==> src/rtl/sw_stress_gen.sv <==
module sw_stress_gen #(
  parameter int NBITS = 16,
  parameter int NCNT  = 4,
  parameter int CNTW  = 32,
  parameter bit SPLIT = 1'b1
) (
  input  logic             clk,
  input  logic             rst,
  input  logic [1:0]       mode,
  input  logic             clk_en,
  input  logic             out_en,
  output logic [NBITS-1:0] pins,
  output logic             parity
);
  localparam int NH = SPLIT ? 2 : 1;
  localparam int HW = NBITS / NH;
  localparam logic [1:0] M_CHK = 2'b01;
  localparam logic [1:0] M_TGL = 2'b10;
  localparam logic [1:0] M_CNT = 2'b11;

  function automatic logic [HW-1:0] alt_pat();
    logic [HW-1:0] r;
    for (int i = 0; i < HW; i++) r[i] = (i % 2 == 0);
    return r;
  endfunction
  localparam logic [HW-1:0] ALT = alt_pat();

  logic [1:0]           mode_q;
  logic                 rst_r, en_r;
  logic [NBITS-1:0]     bank;
  logic [NCNT*CNTW-1:0] cnt_flat;

  always_ff @(posedge clk) begin
    if (rst) mode_q <= mode;
    rst_r <= rst;
    en_r  <= clk_en;
  end

  for (genvar h = 0; h < NH; h++) begin : g_seg
    localparam bit LATE = SPLIT && (h == 1);
    logic [HW-1:0] seg, seg_nx;
    logic          primed, primed_nx;
    logic          s_rst, s_en;
    assign s_rst = LATE ? rst_r : rst;
    assign s_en  = LATE ? en_r  : clk_en;

    always_comb begin
      seg_nx    = seg;
      primed_nx = primed;
      if (s_rst) begin
        seg_nx    = '0;
        primed_nx = 1'b0;
      end else if (s_en) begin
        case (mode_q)
          M_CHK: begin
            seg_nx    = primed ? {seg[HW-2:0], ~seg[0]} : ALT;
            primed_nx = 1'b1;
          end
          M_TGL:   seg_nx = {HW{~seg[0]}};
          default: seg_nx = seg;
        endcase
      end
    end

    if (LATE) begin : g_fall
      always_ff @(negedge clk) begin
        seg    <= seg_nx;
        primed <= primed_nx;
      end
    end else begin : g_rise
      always_ff @(posedge clk) begin
        seg    <= seg_nx;
        primed <= primed_nx;
      end
    end

    assign bank[h*HW +: HW] = seg;
  end

  for (genvar k = 0; k < NCNT; k++) begin : g_cnt
    logic [CNTW-1:0] c;
    always_ff @(posedge clk) begin
      if (rst) c <= CNTW'(k);
      else if (clk_en && mode_q == M_CNT) c <= c + 1'b1;
    end
    assign cnt_flat[k*CNTW +: CNTW] = c;
  end

  assign pins   = !out_en ? '0 : (mode_q == M_CNT ? cnt_flat[NBITS-1:0] : bank);
  assign parity = ^{bank, cnt_flat};
endmodule

==> config.mk <==
export PLATFORM = sky130hd
export DESIGN_NAME = sw_stress_gen
export DESIGN_NICKNAME = d
export VERILOG_FILES = /design/src/rtl/sw_stress_gen.sv
export SDC_FILE = /design/constraint.sdc
export NUM_CORES = 1
export LEC_CHECK = 0
export CORE_ASPECT_RATIO = 0.9
export CORE_MARGIN = 2
export CORE_UTILIZATION = 62
export DETAILED_ROUTE_END_ITERATION = 10
export GPL_ROUTABILITY_DRIVEN = 0
export PLACE_DENSITY_LB_ADDON = 0.12
export SETUP_SLACK_MARGIN = 0.3
export SYNTH_ARGS = -nofsm -noshare
export SYNTH_HDL_FRONTEND = slang
export SYNTH_SLANG_ARGS = --single-unit
==> constraint.sdc <==
create_clock -name clk -period 3.3 [get_ports clk]
set_clock_uncertainty 0.2 [all_clocks]
set_input_delay 0.66 -clock clk [delete_from_list [all_inputs] [get_ports clk]]
set_output_delay 0.66 -clock clk [all_outputs]
set_load 0.01 [all_outputs]
==> impl_metrics.tcl <==
set metrics [dict create \
    cts_sinks 150 \
    worst_hold_startpoint "rst" \
    status "finished with violations" \
    async_flop_share_pct 0 \
    tightest_slew_ns 0.647 \
    reg2reg_to "g_seg[1].seg[7]" \
    syn-mean-instance-area_um2 8.85 \
    drive_gt1_share_pct 19.9 \
    violations "setup timing" \
    clk_pin_slew_worst_paths_ns 0.07 \
    pwr_density_cell_nw_per_um2 442 \
    startpoint_type "flip-flop" \
    finalMaxSlewViolations 0 \
    root_buffer "clkbuf_16" \
    maxCapViolations 0 \
    fp.dieH_um 111 \
    area_growth_pct 26.5 \
    wire_per_inst_um 16.2 \
    final_common_cell "dfxtp_1" \
    min_to "g_seg[1].s_rst" \
    fp.dieArea_um2 13600 \
    r2r_cells 7 \
    drt_pre_antenna_iters 5 \
    antenna_left 0 \
    crit_fanout 2 \
    yosys.area.top_type "dfxtp_1" \
    yosysWarningCount 0 \
    clk_latency_ns 0.48 \
    grtUsageTotal_pct 29.7 \
    multi_input_area_um2 4880 \
    synth_nets 961 \
    setup_viol 9 \
    n_fill_cell 811 \
    num_rows 39 \
    arrival_ns 3.71 \
    cts-buffers-inserted 17 \
    hold_viol 0 \
    total_leakage_power_nw 4.17 \
    place_area_um2 9140 \
    layout_common_cells "dfxtp_1 (140), nor2_1 (131), buf_4 (118)" \
    grt_overflow 0 \
    seqCellArea_um2 3030 \
    hp-class "input port to flip-flop" \
    synth_area_um2 7890 \
    cts_tree "yes" \
    yosysTopAreaCellShare_pct 37.6 \
    initialDrtViolationCount 350 \
    grt_pass1_wl_um 32200 \
    antenna_found_initial 0 \
    peakVddDrop_mv 0.619 \
    io_pins 23 \
    drcViolationCount 0 \
    hold_ws_ns 0.262 \
    core-area_um2 12500 \
    slew_headroom_pct 56.8 \
    grt_pass1_vias 6959 \
    fin_area_um2 9980 \
    initial_core_util_pct 62.9 \
    reg2reg_slack_ns 0.06 \
    yosysSeqAreaShare_pct 38.3 \
    portBuffers 22 \
    fp.dieW_um 123 \
    synth_cells 892 \
    worstSetupStartpoint "g_seg[1].seg[1]" \
    hold_path_depth 1 \
    end_kind "output port" \
    synth.area.top_cells "dfxtp_1 (38%), xnor2_1 (13%), ha_1 (10%)" \
    h-tree-depth 4 \
    utilization_pct 79.6 \
    ys_ff_latch 150 \
    wirelength_um 19700 \
    layout_setup_ws_ns -1.27 \
    routed_via_density 5.53 \
    vias 6752 \
    r2r-start "mode_q[0]" \
    nets 1113 \
    rsz0062_at_grt "yes" \
    critPathKind "flip-flop to output port" \
    n_antenna_cell 0 \
    ys.flop_type "dfxtp_1" \
    clock_path_buffers 2 \
    grt_max_degree 78 \
    dpl_worst_slack_ns -1.07 \
    required_ns 2.44 \
    hpwlAfterDp_um 13300 \
    synth_edf_count 2 \
    ctsHoldBuffers 0 \
    tns_ns -5.12 \
    synth_cell_types 33 \
]
kinds of logic after synthesis:
logic type,share of synthesized area [%]
compound gates,4.22
xor+xnor,21.2
fa+ha+maj,9.99
buf+inv,1.92
flops,38.3
mux,2.03
simple gates,22.4
worst max path at each step:
stage / slack, ns / cells after the start / to
3_3_place_gp: -1.07 / 7 / parity
3_5_place_dp: -1.07 / 7 / parity
4_1_cts: -1.20 / 7 / parity
5_1_grt: -1.32 / 7 / parity
6_report: -1.27 / 7 / parity
2_1_floorplan: -0.55 / 6 / parity
per-stage QoR:
stage	cells	total power, mW
global route	1221	4.55
detailed placement	1169	2.45
finish	1221	4.41
global placement	1169	2.43
CTS	1215	4.37
floorplan	892	2.26
final cells by class:
class                      count  share of cell area, %
inverter                      11                  0.414
timing repair buffer         153                   12.1
tap                          164                   2.06
sequential                   150                   30.4
clock inverter                24                   1.91
clock buffer                  17                   4.26
multi-input combinational    702                   48.8
routing by layer:
| metal | track usage, % | routed length [um] | up-vias |
|---|---|---|---|
| met5 | 0 | 0 | - |
| met2 | 48.6 | 9660 | 168 |
| met1 | 38.2 | 8820 | 3233 |
| met3 | 6.17 | 856 | 38 |
| li1 | - | - | 3313 |
| met4 | 11.2 | 405 | 0 |
state kept, by name (all words and copies together), names as in the netlist:
name,count
en_r,1
g_cnt.c,128
g_seg.primed,2
g_seg.s_rst,1
g_seg.seg,16
mode_q,2
synthesized netlist by cell type (all sizes together), types with 3 or more instances:
| library cell | count |
|---|---|
| nand4 | 28 |
| nor2b | 22 |
| buf | 3 |
| ha | 63 |
| clkbuf | 25 |
| or3 | 19 |
| o211ai | 5 |
| a21oi | 36 |
| nor3 | 26 |
| or4 | 3 |
| xnor2 | 116 |
| nor2 | 131 |
| nand3 | 29 |
| nor4 | 5 |
| nand2 | 77 |
| inv | 12 |
| and2 | 8 |
| mux2i | 16 |
| and4 | 7 |
| and3 | 7 |
| nand2b | 3 |
| xor2 | 72 |
| dfxtp | 148 |
| o21ai | 23 |
what timing repair did:
item	CTS	global route
setup endpoints to repair	26	19
setup buffers	6	6
pin swaps	11	6
resized for setup	72	20
where the power goes:
group	switching [mW]	internal, mW
Combinational	0.270	0.277
Sequential	0.0385	1.85
Clock	0.895	1.08
Total	1.20	3.21
critical path, cell delays in order (launching register included):
cell     delay [ns]
dfxtp_2        0.33
xor2_1         0.17
xnor2_1        0.15
xnor2_1        0.25
xnor2_1        0.16
xnor2_1        0.14
xnor3_1        0.22
buf_2          0.15
Note: power is estimated with default switching activity, not from simulation.
